[src/rtl/tmr_irq_pkg.sv]
`timescale 1ns/1ps
package tmr_irq_pkg;

  // Trigger type of one channel.
  typedef enum logic {
    TRIG_EDGE  = 1'b0,
    TRIG_LEVEL = 1'b1
  } trig_e;

  // Mask of the lines that are active-low (index >= base, below n).
  // Only the low n bits are meaningful; n is limited to 64.
  function automatic logic [63:0] inv_mask(input int n, input int base);
    logic [63:0] m;
    m = '0;
    for (int i = 0; i < 64; i++) begin
      if (i < n && i >= base) m[i] = 1'b1;
    end
    return m;
  endfunction

endpackage

[src/rtl/tmr_irq_chan.sv]
`timescale 1ns/1ps
module tmr_irq_chan
  import tmr_irq_pkg::*;
(
  input  logic  clk,
  input  logic  rst,
  input  logic  match_i,
  input  logic  clr_i,
  input  logic  en_i,
  input  logic  glb_en_i,
  input  trig_e trig_i,
  output logic  active_o,
  output logic  sts_o
);

  logic armed;
  logic sts_q;
  logic pulse_q;

  assign armed = en_i & glb_en_i;

  // A new event has priority over a clear arriving in the same cycle.
  always_ff @(posedge clk) begin
    if (rst) begin
      sts_q   <= 1'b0;
      pulse_q <= 1'b0;
    end else begin
      if (match_i && armed && trig_i == TRIG_LEVEL) begin
        sts_q <= 1'b1;
      end else if (clr_i) begin
        sts_q <= 1'b0;
      end
      pulse_q <= match_i && armed && trig_i == TRIG_EDGE;
    end
  end

  // Logical (active-high) request towards the crossbar.
  always_comb begin
    if (trig_i == TRIG_LEVEL) active_o = sts_q & armed;
    else                      active_o = pulse_q & armed;
  end

  assign sts_o = sts_q;


  sts_hold_chk: assert property (@(posedge clk) disable iff (rst)
    sts_q && !clr_i |=> sts_q);


  sts_clear_chk: assert property (@(posedge clk) disable iff (rst)
    clr_i && !match_i |=> !sts_q);


  edge_nosts_chk: assert property (@(posedge clk) disable iff (rst)
    !sts_q && trig_i == TRIG_EDGE |=> !sts_q);

endmodule

[src/rtl/tmr_irq_legacy.sv]
`timescale 1ns/1ps
module tmr_irq_legacy (
  input  logic clk,
  input  logic rst,
  input  logic legacy_i,
  input  logic tick_i,
  input  logic rtc_i,
  output logic tick_line_o,
  output logic rtc_line_o,
  output logic tick_en_o
);

  logic tick_q;
  logic rtc_q;
  logic tick_en_q;

  // The clock level is recorded in every mode so that it can be shown
  // again on its line as soon as legacy replacement ends.
  always_ff @(posedge clk) begin
    if (rst) begin
      tick_q    <= 1'b0;
      rtc_q     <= 1'b0;
      tick_en_q <= 1'b1;
    end else begin
      tick_q    <= tick_i;
      rtc_q     <= rtc_i;
      tick_en_q <= ~legacy_i;
    end
  end

  assign tick_line_o = tick_q & ~legacy_i;
  assign rtc_line_o  = rtc_q  & ~legacy_i;
  assign tick_en_o   = tick_en_q;

endmodule

[src/rtl/tmr_irq_xbar.sv]
`timescale 1ns/1ps
module tmr_irq_xbar
  import tmr_irq_pkg::*;
#(
  parameter int NCH      = 4,
  parameter int NLINE    = 24,
  parameter int RW       = 5,
  parameter int INV_BASE = 16,
  parameter int LEG0     = 0,
  parameter int LEG1     = 8
) (
  input  logic              clk,
  input  logic              rst,
  input  logic              legacy_i,
  input  logic [NCH-1:0]    active_i,
  input  logic [NCH*RW-1:0] route_i,
  input  logic              tick_line_i,
  input  logic              rtc_line_i,
  output logic [NLINE-1:0]  irq_o
);

  localparam logic [NLINE-1:0] IDLE = NLINE'(inv_mask(NLINE, INV_BASE));

  logic [NCH-1:0][RW-1:0] eff;
  logic [NLINE-1:0]       want;
  logic [NLINE-1:0]       irq_q;

  // Effective route: legacy replacement overrides channels 0 and 1.
  for (genvar c = 0; c < NCH; c++) begin : g_ch
    if (c == 0) begin : g_leg0
      assign eff[c] = legacy_i ? RW'(LEG0) : route_i[c*RW +: RW];
    end else if (c == 1) begin : g_leg1
      assign eff[c] = legacy_i ? RW'(LEG1) : route_i[c*RW +: RW];
    end else begin : g_plain
      assign eff[c] = route_i[c*RW +: RW];
    end
  end

  // Per line: OR of all channels routed here, plus an external source.
  for (genvar l = 0; l < NLINE; l++) begin : g_line
    localparam logic [RW-1:0] LID = RW'(l);
    logic [NCH-1:0] hit;
    logic           ext;
    for (genvar c = 0; c < NCH; c++) begin : g_hit
      assign hit[c] = active_i[c] & (eff[c] == LID);
    end
    if (l == LEG0) begin : g_ext_tick
      assign ext = tick_line_i;
    end else if (l == LEG1) begin : g_ext_rtc
      assign ext = rtc_line_i;
    end else begin : g_ext_none
      assign ext = 1'b0;
    end
    assign want[l] = (|hit) | ext;
  end

  // Polarity folding happens just before the output register.
  always_ff @(posedge clk) begin
    if (rst) irq_q <= IDLE;
    else     irq_q <= want ^ IDLE;
  end

  assign irq_o = irq_q;

endmodule

[src/rtl/tmr_irq_router.sv]
`timescale 1ns/1ps
module tmr_irq_router
  import tmr_irq_pkg::*;
#(
  parameter int NCH       = 4,
  parameter int NLINE     = 24,
  parameter int INV_BASE  = 16,
  parameter int LEG0_LINE = 0,
  parameter int LEG1_LINE = 8,
  localparam int RW       = $clog2(NLINE)
) (
  input  logic              clk,
  input  logic              rst,
  input  logic              glb_en_i,
  input  logic              legacy_i,
  input  logic [NCH-1:0]    ch_en_i,
  input  logic [NCH-1:0]    ch_level_i,
  input  logic [NCH*RW-1:0] ch_route_i,
  input  logic [NCH-1:0]    match_i,
  input  logic [NCH-1:0]    clr_i,
  input  logic              tick_irq_i,
  input  logic              clk_irq_i,
  output logic [NLINE-1:0]  irq_o,
  output logic              tick_en_o,
  output logic [NCH-1:0]    sts_o
);

  localparam logic [NLINE-1:0] IDLE = NLINE'(inv_mask(NLINE, INV_BASE));

  logic [NCH-1:0] active;
  logic           tick_line;
  logic           rtc_line;

  for (genvar c = 0; c < NCH; c++) begin : g_chan
    tmr_irq_chan u_chan (
      .clk      (clk),
      .rst      (rst),
      .match_i  (match_i[c]),
      .clr_i    (clr_i[c]),
      .en_i     (ch_en_i[c]),
      .glb_en_i (glb_en_i),
      .trig_i   (trig_e'(ch_level_i[c])),
      .active_o (active[c]),
      .sts_o    (sts_o[c])
    );
  end

  tmr_irq_legacy u_legacy (
    .clk         (clk),
    .rst         (rst),
    .legacy_i    (legacy_i),
    .tick_i      (tick_irq_i),
    .rtc_i       (clk_irq_i),
    .tick_line_o (tick_line),
    .rtc_line_o  (rtc_line),
    .tick_en_o   (tick_en_o)
  );

  tmr_irq_xbar #(
    .NCH      (NCH),
    .NLINE    (NLINE),
    .RW       (RW),
    .INV_BASE (INV_BASE),
    .LEG0     (LEG0_LINE),
    .LEG1     (LEG1_LINE)
  ) u_xbar (
    .clk         (clk),
    .rst         (rst),
    .legacy_i    (legacy_i),
    .active_i    (active),
    .route_i     (ch_route_i),
    .tick_line_i (tick_line),
    .rtc_line_i  (rtc_line),
    .irq_o       (irq_o)
  );


  idle_when_off_chk: assert property (@(posedge clk) disable iff (rst)
    legacy_i && !glb_en_i |=> irq_o == IDLE);

endmodule

[config.mk]
export PLATFORM = sky130hd
export DESIGN_NAME = tmr_irq_router
export DESIGN_NICKNAME = d
export VERILOG_FILES = /design/src/rtl/tmr_irq_pkg.sv /design/src/rtl/tmr_irq_chan.sv /design/src/rtl/tmr_irq_legacy.sv /design/src/rtl/tmr_irq_xbar.sv /design/src/rtl/tmr_irq_router.sv
export SDC_FILE = /design/constraint.sdc
export NUM_CORES = 1
export LEC_CHECK = 0
export BUFFER_PORTS_ARGS = -buffer_cell sky130_fd_sc_hd__buf_4
export CAP_MARGIN = 20
export CORE_MARGIN = 1
export CORE_UTILIZATION = 45
export CTS_CLUSTER_DIAMETER = 50
export DETAILED_ROUTE_END_ITERATION = 8
export HOLD_SLACK_MARGIN = 0.02
export PLACE_DENSITY_LB_ADDON = 0.3
export SLEW_MARGIN = 20
export SYNTH_ARGS = -nofsm -noshare
export SYNTH_HDL_FRONTEND = slang
export SYNTH_SLANG_ARGS = --single-unit
[constraint.sdc]
create_clock -name clk -period 1.75 [get_ports clk]
set_input_delay 0 -clock clk [delete_from_list [all_inputs] [get_ports clk]]
set_output_delay 0 -clock clk [all_outputs]
set_load 0.02 [all_outputs]
## Word-level counts from Yosys, hierarchy flattened

Cells that the tools add are included.

| storage, ports and cells | value |
|---|---|
| register bits after elaboration | 35 |
| output and inout bits | 29 |
| logic and storage cells | 280 |
| input bits | 42 |

| cells by class | value |
|---|---|
| reductions and logical operators | 44 |
| equal/unequal tests | 92 |
| mux-type cells | 14 |
| bitwise operators | 118 |

Operators with widths:

| kind | number |
|---|---|
| == test 5 x 4 -> 1 bit (second input constant) | 32 |
| == test 5 bit (second input constant) | 32 |
| AND 1 bit | 110 |
| OR reduction 4 bit | 24 |
| == test 5 x 3 -> 1 bit (second input constant) | 16 |
| == test 5 x 2 -> 1 bit (second input constant) | 8 |
| == test 5 x 1 -> 1 bit (second input constant) | 4 |
| zero test 5 bit | 4 |
| logical AND 1 bit | 12 |
| two-way mux 1 bit | 12 |
| two-way mux 5 bit | 2 |
| inverter 8 bit | 1 |
| nonzero test 2 bit | 4 |
| inverter 1 bit | 5 |
| OR 1 bit | 2 |

## Longest topological paths before layout

Gate-level depths: netlist (run 1).

| logic depth | value |
|---|---|
| depth after elaboration | 6 |
| depth in mapped cells | 6 |

## By module

From an unflattened synthesis (run 1), not the netlist that was laid out.

| second synthesis, totals | value |
|---|---|
| cells, all modules | 235 |
| area, all modules | 2,269.7 sq um |

Modules (own cells, without submodules):

| module | area each (sq um) | seq. area each (sq um) | cells each | times used |
|---|---|---|---|---|
| tmr_irq_xbar | 1,818.0 | 480.5 | 191 | 1 |
| tmr_irq_chan | 90.1 | 40.0 | 9 | 4 |
| tmr_irq_legacy | 91.3 | 60.1 | 8 | 1 |

## Least setup slack after synthesis (run 1)

Ideal clock, no wire load.

| path | value |
|---|---|
| path kind | flip-flop to flip-flop |
| from | register g_chan[3].u_chan.sts_q |
| to | register u_xbar.irq_q[22] (netlist: u_xbar.irq_o[22]) |
| required time | 1.634 ns |
| data arrival time | 1.164 ns |
| cell stages (with the launch flop) | 5 |
| path slack | 0.470 ns |
| cell sequence | dfxtp_1 -> mux2i_1 -> nor3b_2 -> nand3_1 -> a41o_1 |

| on the way | value |
|---|---|
| word-level cells in the longest chain between the ends | 5 |

Ends and longest elaborated chain:

| element | line | RTL |
|---|---|---|
| start, declared | tmr_irq_chan.sv:17 | `logic sts_q;` |
| start signal, assigned | tmr_irq_chan.sv:25 | `sts_q <= 1'b0;` |
| start signal, assigned | tmr_irq_chan.sv:29 | `sts_q <= 1'b1;` |
| start signal, assigned | tmr_irq_chan.sv:31 | `sts_q <= 1'b0;` |
| AND 1 bit | tmr_irq_chan.sv:39 | `if (trig_i == TRIG_LEVEL) active_o = sts_q & armed;` |
| two-way mux 1 bit | tmr_irq_chan.sv:39 |  |
| AND 1 bit | tmr_irq_xbar.sv:45 | `assign hit[c] = active_i[c] & (eff[c] == LID);` |
| OR reduction 4 bit | tmr_irq_xbar.sv:54 | `assign want[l] = (\|hit) \| ext;` |
| inverter 8 bit (no source line) | n/a |  |
| end signal, assigned | tmr_irq_xbar.sv:60 | `else irq_q <= want ^ IDLE;` |
| end, declared | tmr_irq_xbar.sv:26 | `logic [NLINE-1:0] irq_q;` |

No other way between the ends.
A chain may end at the register's enable or synchronous reset.

## Worst setup path in the final report (run 1)

| path | value |
|---|---|
| from | input ch_level_i[1] |
| to | register u_xbar.irq_q[3] (netlist: u_xbar.irq_o[3]) |

| on the way | value |
|---|---|
| word-level cells in the longest chain between the ends | 3 |

Ends and longest elaborated chain:

| element | line | RTL |
|---|---|---|
| start, declared | tmr_irq_router.sv:17 | `input logic [NCH-1:0] ch_level_i,` |
| two-way mux 1 bit | tmr_irq_chan.sv:39 |  |
| AND 1 bit | tmr_irq_xbar.sv:45 |  |
| OR reduction 4 bit | tmr_irq_xbar.sv:54 |  |

No other way between the ends.

==> results of run 1 <==
[logic make-up (layout without fill, tap and decap cells)]
logic type,after synthesis,in the layout,synth area share [%]
flops,35,35,32.7
compound gates,52,52,19.2
mux,4,4,2.22
simple gates,139,139,40.4
buf+inv,21,112,5.38
[flip-flops by register name (all words and copies together), names as in the netlist]
name and count:
g_chan.u_chan.pulse_q 4, g_chan.u_chan.sts_o 4, u_legacy.rtc_q 1, u_legacy.tick_en_o 1, u_legacy.tick_q 1, u_xbar.irq_o 24
[area by class of cell]
type | count | area (sq um) | area share [%]
multi-input combinational | 195 | 1320 | 43.8
timing repair buffer | 101 | 806 | 26.7
sequential | 35 | 701 | 23.2
clock buffer | 5 | 68.8 | 2.28
tap | 52 | 65.1 | 2.15
clock inverter | 3 | 43.8 | 1.45
inverter | 3 | 11.3 | 0.373
[tightest hold or removal path, delay by kind of cell]
kind	cells	cell delay [ns]
AO/OA/AOI/OAI	1	0.10
buffers and inverters	1	0.13
AND/OR/NAND/NOR	1	0.06
[cells in the mapped netlist (all sizes together) (2+ instances only)]
cell type	count
a21oi	4
a22oi	4
a31o	6
a31oi	15
a32oi	10
a41o	2
a41oi	4
and2	6
and3	2
buf	13
clkbuf	5
dfxtp	35
inv	3
mux2i	4
nand2	10
nand2b	9
nand3	54
nand4	4
nor2	9
nor2b	11
nor3	12
nor3b	6
nor4	2
nor4b	7
o21ai	2
or3	2
[metal layers]
metal / vias up / share of wire, % / routed length (microns)
li1: 1140 / - / -
met2: 165 / 49 / 3610
met5: - / 0 / 0
met1: 1185 / 40 / 3010
met4: 0 / 1.4 / 107
met3: 12 / 9.4 / 695
[power breakdown]
group / switching [W] / internal (W) / total, W
Sequential: 0.00000440 / 0.000805 / 0.000809
Combinational: 0.000172 / 0.000138 / 0.000311
Clock: 0.000320 / 0.000424 / 0.000744
[through the flow]
stage / util (%) / worst slack (ns) / cell area [sq um] / hold slack [ns] / instances
after detailed placement: 60.7 / 0.209 / 2720 / 0.195 / 367
after CTS: 67.5 / 0.0927 / 3020 / 0.0693 / 394
final: 67.5 / 0.0565 / 3020 / 0.0664 / 394
after global routing: 67.5 / 0.00832 / 3020 / 0.0747 / 394
after floorplan: - / 0.470 / 2140 / 0.0767 / 251
after global placement: 60.7 / 0.249 / 2720 / 0.195 / 367
[final timing paths]
check                                                    to                           startpoint  slack, ns
worst max register to register   u_xbar.irq_o[3]$_SDFF_PP0_  g_chan[1].u_chan.sts_o$_SDFFE_PP0P_       0.14
worst max-delay path             u_xbar.irq_o[3]$_SDFF_PP0_                        ch_level_i[1]       0.06
worst min register to register   u_xbar.irq_o[0]$_SDFF_PP0_           u_legacy.tick_q$_SDFF_PP0_       0.58
worst min-delay path            u_xbar.irq_o[11]$_SDFF_PP0_                       ch_route_i[11]       0.07
[repair_timing]
| item | CTS | global route |
|---|---|---|
| hold endpoints to repair | 11 | 0 |
| endpoints found under the setup margin | 0 | 0 |
| hold buffers | 19 | 0 |
==> summary.txt, run 1 <==
Logic synthesis
  • Unique masters post-synth: 48
  • Register bit count reported by yosys: 35
  • Post-synth EDFFs: 0
  • Ys Warns: 0
  • Area contributors post-synth: dfxtp_1 33%, nand3_1 13%, a31oi_1 4.1%, a32oi_1 4.1%, nor2b_1 3.2%
  • Primary FF master, synth: dfxtp_1
  • Mapped Area: 2140 sq um
  • Asr flop ratio synth: 0%
  • Register area share after synthesis: 32.7%
  • Synth top area share: 32.7%
  • Mapped Nets: 293
  • Cell taking the most area after synthesis: dfxtp_1
  • Post-Syn Instances: 251
  • Avg Inst Size Synth: 8.52 sq um

Critical path
  • Critical path's largest stage delay: 0.54 ns
  • Worst path depth: 7
  • CP Capture Type: register
  • Slowest cell on crit path: dlygate4sd3_1
  • CP Class: in2reg
  • Peak fanout along the critical path: 7
  • Worst Path Arrival: 1.89 ns
  • Cell family with most CP delay: buffers and inverters
  • Required time of the critical path: 1.95 ns
  • CP most frequent cell: buf_4
  • Crit path cell chain: dlygate4sd3_1 -> buf_4 -> mux2i_2 -> nor3_2 -> buf_4 -> nand3_1 -> a31oi_1
  • Crit path launch type: input port
  • R2R depth: 5
  • Critical path buffers and inverters: 3

Floorplan
  • Std cell rows: 24
  • Die Y-Extent: 71.0 microns
  • Die area: 5030 sq um
  • Core Area: 4470 sq um
  • I/O pin total: 71
  • Starting Density: 47.8%
  • Die W: 71.0 microns

Clock tree
  • Skew-Pair Late Insertion Delay: 0.29 ns
  • Clock-pin slew of the registers on the worst-case setup and hold paths: 0.08 ns
  • Max H-tree Level: 2
  • Clk buf depth: 2
  • Post-CTS Resized: 0
  • Setup bufs post-CTS: 0
  • Total CTS buffers: 5
  • CTS tree: yes
  • CTS root buffer: clkbuf_8
  • CTS Sinks: 35

Run status
  • Status: complete, but fails checks
  • Failing checks: DRC

Cells and area
  • Layout cell share with drive strength beyond 1: 32.5%
  • Layout net count: 383
  • Most common cell after layout, fill and taps aside: buf_4
  • Filler cell count: 372
  • Antenna cell count: 0
  • Highest-count cells in the layout ignoring fill and taps: 82 x buf_4, 54 x nand3_1, 35 x dfxtp_1
  • Syn-to-layout area delta: 41.1%

Global route
  • Most Crowded Layer GR: met2
  • Largest net degree at the start of global routing: 36
  • Met2 Use GR: 52.4%
  • Initial antenna violation count: 0
  • First-pass GRT wire length: 11,600 microns
  • Global Route met3 Usage: 5.84%
  • GRT Overall Usage: 30.2%
  • GRT overflow: 0
  • Vias in the first global route: 2,325
  • Met1 Usage GRT: 37.8%

STA
  • RSZ-0062 raised after global routing: no
  • Setup violators final: 0
  • Max frequency: 0.590 GHz
  • Clk_skew: 0.00837 ns
  • Slew HR: 55.1%
  • Slew @ Worst Pin: 0.672 ns
  • Hold Fails Final Rpt: 0
  • Final worst path period share: 96.8%
  • Max-slew violations: 0
  • Post-route minimum period: 1.69 ns
  • Setup TNS: 0 ns

Routing
  • First-iteration detailed-routing DRC count: 321
  • Antenna viol nets, final: 0
  • DRT Wirelength: 7430 microns
  • Vias: 2,502
  • DR vias/cell: 6.35
  • Drt wl/cell: 18.8 microns
  • Remaining routing DRC violations: 4
  • DRT Pass-1 Iters: 8

Hold path
  • Worst Hold Class: in2reg
  • Worst Hold Path Cells: 3

Place
  • Gpl congestion: 1.01
  • PortBufs: 70
  • HPWL Detailed: 5140 microns

Power
  • Design Power: 0.00186 W
  • Static leakage: 1.09 nW
  • Power density over cell area: 617 nW/um^2
  • VDD IR-drop max: 394 uV

Job
  • Max-cap violations: 0
Note: power is estimated with default switching activity, not from simulation.
==> run 2, diff against run 1 <==
PLACE_DENSITY = 0.82   (was default)
PLACE_DENSITY_LB_ADDON = default   (was 0.3)
==> run 2 against run 1 <==
The flow still finishes with violations (DRC); clock power increased by 0.7%; design area decreased by 0.99%; total power about the same; worst setup slack improved by 0.052 ns; first-iteration DRC count increased by 0.93%; critical endpoint is now u_xbar.irq_o[16]$_SDFF_PP1_; largest power group unchanged.
==> summary.txt, run 2 (synthesized netlist as in run 1, its figures left out) <==
Cells and area
  • Layout cell share with drive strength beyond 1: 31.7%
  • Finished Layout Cells: 390
  • Most common cell after layout, fill and taps aside: buf_4
  • Antenna cell count: 0
  • Layout net count: 379
  • Filler cell count: 397
  • Highest-count cells in the layout ignoring fill and taps: 78 x buf_4, 54 x nand3_1, 35 x dfxtp_1
  • Final core utilization: 66.8%
  • Max reg flops: 24
  • Syn-to-layout area delta: 39.7%

Place
  • Placed cells: 363
  • HPWL Detailed: 5010 microns
  • Gpl congestion: 0.972
  • PortBufs: 70
  • Pre-CTS WS: 0.251 ns

Routing
  • Met2 WL: 3450 microns
  • Remaining routing DRC violations: 4
  • DR vias/cell: 6.37
  • DR top layer: met4
  • DRT Wirelength: 7290 microns
  • DRT Pass-1 Iters: 7
  • Drt wl/cell: 18.7 microns
  • Antenna viol nets, final: 0
  • Routed wl met3: 769 microns
  • Vias: 2,485
  • First-iteration detailed-routing DRC count: 324
  • Met1 wire length: 2830 microns

STA
  • Slew @ Worst Pin: 0.771 ns
  • Slew HR: 48.1%
  • Hold Fails Final Rpt: 0
  • Max-slew violations: 0
  • Max frequency: 0.609 GHz
  • Clk_skew: 0.00559 ns
  • Setup TNS: 0 ns
  • Setup violators final: 0
  • RSZ-0062 raised after global routing: no
  • Post-route minimum period: 1.64 ns
  • Final worst path period share: 93.8%
  • Fin worst setup slack: 0.108 ns

Hold path
  • Worst Hold Class: in2reg

Clock tree
  • Post-CTS Resized: 0
  • Clk buf depth: 2
  • Clock-pin slew of the registers on the worst-case setup and hold paths: 0.07 ns
  • CTS Sinks: 35
  • CTS tree: yes
  • Skew-Pair Late Insertion Delay: 0.30 ns
  • CTS root buffer: clkbuf_8
  • Total CTS buffers: 5
  • Max H-tree Level: 2
  • Setup bufs post-CTS: 0

Floorplan
  • I/O pin total: 71
  • Core Area: 4470 sq um
  • Die area: 5030 sq um
  • Die W: 71.0 microns
  • Die Y-Extent: 71.0 microns
  • Std cell rows: 24
  • Starting Density: 47.8%

Power
  • Total internal power: 0.00136 W
  • Clock share of power: 40.2%
  • Sequential share of power: 43.4%
  • NetSw: 0.000500 W
  • Power density over cell area: 623 nW/um^2
  • Static leakage: 1.07 nW
  • VDD IR-drop max: 499 uV
  • Switching share of power: 26.8%
  • Combinational power share: 16.4%
  • Design Power: 0.00186 W

Critical path
  • CP Capture Type: register
  • Peak fanout along the critical path: 5
  • Critical path's largest stage delay: 0.54 ns
  • CP Class: in2reg
  • Worst Path Arrival: 1.84 ns
  • Crit path launch type: input port
  • Slowest cell on crit path: dlygate4sd3_1
  • Crit path cell chain: dlygate4sd3_1 -> buf_4 -> mux2i_1 -> nor3_2 -> a32oi_1 -> a31o_1
  • Required time of the critical path: 1.95 ns

Global route
  • GRT Overall Usage: 30.2%
  • GRT overflow: 0
  • Initial antenna violation count: 0
  • First-pass GRT wire length: 11,700 microns
  • Vias in the first global route: 2,342
  • Largest net degree at the start of global routing: 36

Job
  • Max-cap violations: 0

Run status
  • Failing checks: DRC
  • Status: complete, but fails checks
run 2: cell count changes in the layout (fill, tap and decap cells not counted), sizes merged:
cell / before / now
buf: 82 / 78
run 2: area by class of cell:
| class | instances | area [sq um] | share of cell area (%) |
|---|---|---|---|
| multi-input cells | 195 | 1320 | 44.3 |
| repair buffers | 97 | 776 | 26.0 |
| flip-flops and latches | 35 | 701 | 23.4 |
| clock buffers | 5 | 68.8 | 2.30 |
| well taps | 52 | 65.1 | 2.18 |
| clock inverters | 3 | 43.8 | 1.47 |
| inverters | 3 | 11.3 | 0.377 |
run 2: path summary, 6_finish.rpt:
path | to | cells past startpoint | from | slack, ns
setup / recovery | u_xbar.irq_o[16]$_SDFF_PP1_ | 6 | ch_level_i[0] | 0.11
hold reg to reg | u_xbar.irq_o[0]$_SDFF_PP0_ | 2 | u_legacy.tick_q$_SDFF_PP0_ | 0.56
setup reg to reg | u_xbar.irq_o[16]$_SDFF_PP1_ | 4 | g_chan[0].u_chan.sts_o$_SDFFE_PP0P_ | 0.16
hold / removal | u_xbar.irq_o[11]$_SDFF_PP0_ | 3 | ch_route_i[11] | 0.08
run 2: power groups by stage:
stage	Clock, W	Sequential, W	Combinational, W
after floorplan	0	0.000830	0.000131
after global placement	0	0.000828	0.000268
after detailed placement	0	0.000828	0.000269
after CTS	0.000743	0.000809	0.000296
after global routing	0.000777	0.000810	0.000324
final	0.000749	0.000809	0.000305
run 2: per-stage QoR:
step	area (sq um)	hold slack, ns
6_report	2990	0.0770
4_1_cts	2990	0.0853
5_1_grt	2990	0.103
2_1_floorplan	2140	0.0767
3_5_place_dp	2690	0.198
3_3_place_gp	2690	0.196
run 2: layer usage:
layer | up-vias | track usage, %
li1 | 1133 | -
met1 | 1148 | 37.6
met2 | 174 | 50.3
met3 | 30 | 6.84
met4 | 0 | 12.9
met5 | - | 0
run 2: timing repair:
item,in CTS,in global routing
hold buffers,19,0
setup endpoints to repair,0,0
endpoints found under the hold margin,11,0
run 2: critical path, delay by kind of cell:
kind | cells | cell delay [ns]
compound gates | 2 | 0.42
buf+inv | 2 | 0.69
simple gates | 1 | 0.51
mux | 1 | 0.22
==> run 3, diff against run 2 <==
ABC_AREA = 1   (was default)
CORE_UTILIZATION = 42   (was 45)
PLACE_DENSITY = 0.67   (was 0.82)
==> run 3 against run 2 <==
The run now ends clean; count of clock-buffer cells in the layout up 1; clock skew about the same; sequential share of layout area down 2.4 points; maximum frequency up 3.7%; first-iteration DRC count down 28%; total power up 10%; non-clock buffer count down 7; synthesized cell count up 82%; register-to-register slack better by 0.13 ns; critical path type unchanged; largest power group is now the clock network.
==> summary.txt, run 3 <==
Routing
  • DR vias/cell: 5.08
  • Drt wl/cell: 14.0 microns
  • DRT Wirelength: 8540 microns
  • DRT Pass-1 Iters: 5
  • Antenna viol nets, final: 0
  • First-iteration detailed-routing DRC count: 232
  • Vias: 3,111
  • Remaining routing DRC violations: 0

Place
  • Pre-CTS WS: 0.337 ns
  • DP Area: 3020 sq um
  • HPWL Detailed: 6520 microns
  • PortBufs: 70
  • Gpl congestion: 0.953
  • Placed cells: 586

Logic synthesis
  • Mapped Nets: 499
  • Synth Area in Adders: 0%
  • Area contributors post-synth: dfxtp_1 28%, nor2_1 20%, nand2_1 20%, nand3_1 11%, inv_1 7.0%
  • Post-Synth Simple-Gate Area: 54.5%
  • Unique masters post-synth: 22
  • Top-count cell post-synth: nor2_1
  • Ys Warns: 0
  • Post-Synth XOR/XNOR Area: 0%
  • Post-Syn Instances: 457
  • Post-synth EDFFs: 0
  • Cell taking the most area after synthesis: dfxtp_1
  • Compound-gate portion of the synthesized area: 6.00%
  • Largest family of logic cells by synthesized area: simple AND/OR/NAND/NOR gates
  • Asr flop ratio synth: 0%
  • Register bit count reported by yosys: 35
  • Post-synthesis mux area share: 0%
  • Mapped Area: 2480 sq um
  • Synth top area share: 28.2%
  • Register area share after synthesis: 28.2%
  • Primary FF master, synth: dfxtp_1
  • Avg Inst Size Synth: 5.43 sq um
  • Commonest cells in the netlist: 135 x nor2_1, 130 x nand2_1, 53 x nand3_1

STA
  • Slew @ Worst Pin: 0.636 ns
  • Slew HR: 57.2%
  • Max-slew violations: 0
  • RSZ-0062 raised after global routing: no
  • Post-route minimum period: 1.58 ns
  • Hold Fails Final Rpt: 0
  • Max frequency: 0.631 GHz
  • Clk_skew: 0.00578 ns
  • Setup violators final: 0
  • Setup TNS: 0 ns
  • Final worst path period share: 90.5%
  • Fin worst setup slack: 0.166 ns

Clock tree
  • Max H-tree Level: 2
  • CTS Sinks: 35
  • CTS tree: yes
  • Skew-Pair Late Insertion Delay: 0.29 ns
  • Clk buf depth: 2
  • CTS root buffer: clkbuf_8
  • Clock-pin slew of the registers on the worst-case setup and hold paths: 0.08 ns
  • Total CTS buffers: 5

Floorplan
  • I/O pin total: 71
  • Die Y-Extent: 78.9 microns
  • Std cell rows: 27
  • Die area: 6220 sq um
  • Starting Density: 44.3%
  • Core Area: 5610 sq um
  • Die W: 78.9 microns

Cells and area
  • Highest-count cells in the layout ignoring fill and taps: 134 x nor2_1, 130 x nand2_1, 72 x buf_4
  • Max reg flops: 24
  • Layout net count: 581
  • Finished Layout Cells: 612
  • Most common cell after layout, fill and taps aside: nor2_1
  • Filler cell count: 581
  • Area of the multi-input gates: 1500 sq um
  • Syn-to-layout area delta: 34.4%
  • Antenna cell count: 0
  • Layout cell share with drive strength beyond 1: 16.9%
  • Final instance area: 3340 sq um
  • Register area: 701 sq um

Global route
  • First-pass GRT wire length: 13,700 microns
  • GRT overflow: 0
  • Initial antenna violation count: 0
  • GRT Overall Usage: 28.5%
  • Largest net degree at the start of global routing: 23
  • Vias in the first global route: 2,853

Power
  • VDD IR-drop max: 370 uV
  • Power density over cell area: 614 nW/um^2
  • Static leakage: 1.62 nW

Critical path
  • CP Capture Type: register
  • R2R depth: 8
  • Required time of the critical path: 1.95 ns
  • Critical path's largest stage delay: 0.53 ns
  • Peak fanout along the critical path: 18
  • CP most frequent cell: nor2_1
  • Worst Path Arrival: 1.78 ns
  • Crit path cell chain: dlygate4sd3_1 -> buf_4 -> clkinv_2 -> o21ai_0 -> nand2_1 -> nor2_1 -> nor2_1 -> a21oi_1
  • CP Class: in2reg
  • Slowest cell on crit path: dlygate4sd3_1
  • Crit path launch type: input port

Hold path
  • Worst Hold Class: in2reg
  • Worst Hold Path Cells: 4

Run status
  • Status: finished clean

Job
  • Max-cap violations: 0
run 3: final timing paths:
check,startpoint,end,slack (ns)
max,legacy_i,u_xbar.irq_o[0]$_SDFF_PP0_,0.17
min,ch_route_i[4],u_xbar.irq_o[13]$_SDFF_PP0_,0.05
min reg2reg,g_chan[0].u_chan.sts_o$_SDFFE_PP0P_,g_chan[0].u_chan.sts_o$_SDFFE_PP0P_,0.50
max reg2reg,g_chan[2].u_chan.sts_o$_SDFFE_PP0P_,u_xbar.irq_o[12]$_SDFF_PP0_,0.29
run 3: what timing repair did:
item / 4_1_cts / 5_1_grt
resized for setup: 0 / 2
setup buffers: 0 / 0
endpoints found under the setup margin: 0 / 4
hold buffers: 17 / 1
hold endpoints to repair: 11 / 1
run 3: cell families (layout without fill, tap and decap cells):
family / count (synthesis) / in the layout
simple gates: 332 / 332
flops: 35 / 35
compound gates: 25 / 25
buf+inv: 65 / 148
run 3: per-stage QoR:
| stage | power [W] | utilization, % | hold WS [ns] |
|---|---|---|---|
| 6_report | 0.00205 | 59.5 | 0.0509 |
| 5_1_grt | 0.00213 | 59.5 | 0.0621 |
| 4_1_cts | 0.00205 | 59.3 | 0.0215 |
| 3_5_place_dp | 0.00113 | 53.9 | 0.180 |
| 3_3_place_gp | 0.00114 | 53.9 | 0.178 |
| 2_1_floorplan | 0.000996 | - | 0.0700 |
run 3: cell type report:
cell class                 count  share of cell area (%)
multi-input combinational    357                    45.1
timing repair buffer          90                    21.6
sequential                    35                    21.0
inverter                      50                    5.66
tap                           72                    2.70
clock buffer                   6                    2.17
clock inverter                 2                    1.80
run 3: metal layers:
metal	vias to the layer above	GRT usage [%]	routed length (microns)
met5	-	0	0
met2	148	44.2	3770
met1	1373	39.0	3840
li1	1575	-	-
met4	0	10.5	222
met3	15	5.52	709
run 3: where the power goes:
| part | internal [W] | switching (W) | total [W] |
|---|---|---|---|
| logic | 0.000132 | 0.000208 | 0.000341 |
| clock network | 0.000570 | 0.000329 | 0.000899 |
| registers | 0.000806 | 0.00000391 | 0.000809 |
| total | 0.00151 | 0.000541 | 0.00205 |
run 3: worst max-delay path: cells and delay by family:
family	cells	cell delay, ns
buf+inv	3	0.89
compound gates	2	0.56
simple gates	3	0.33
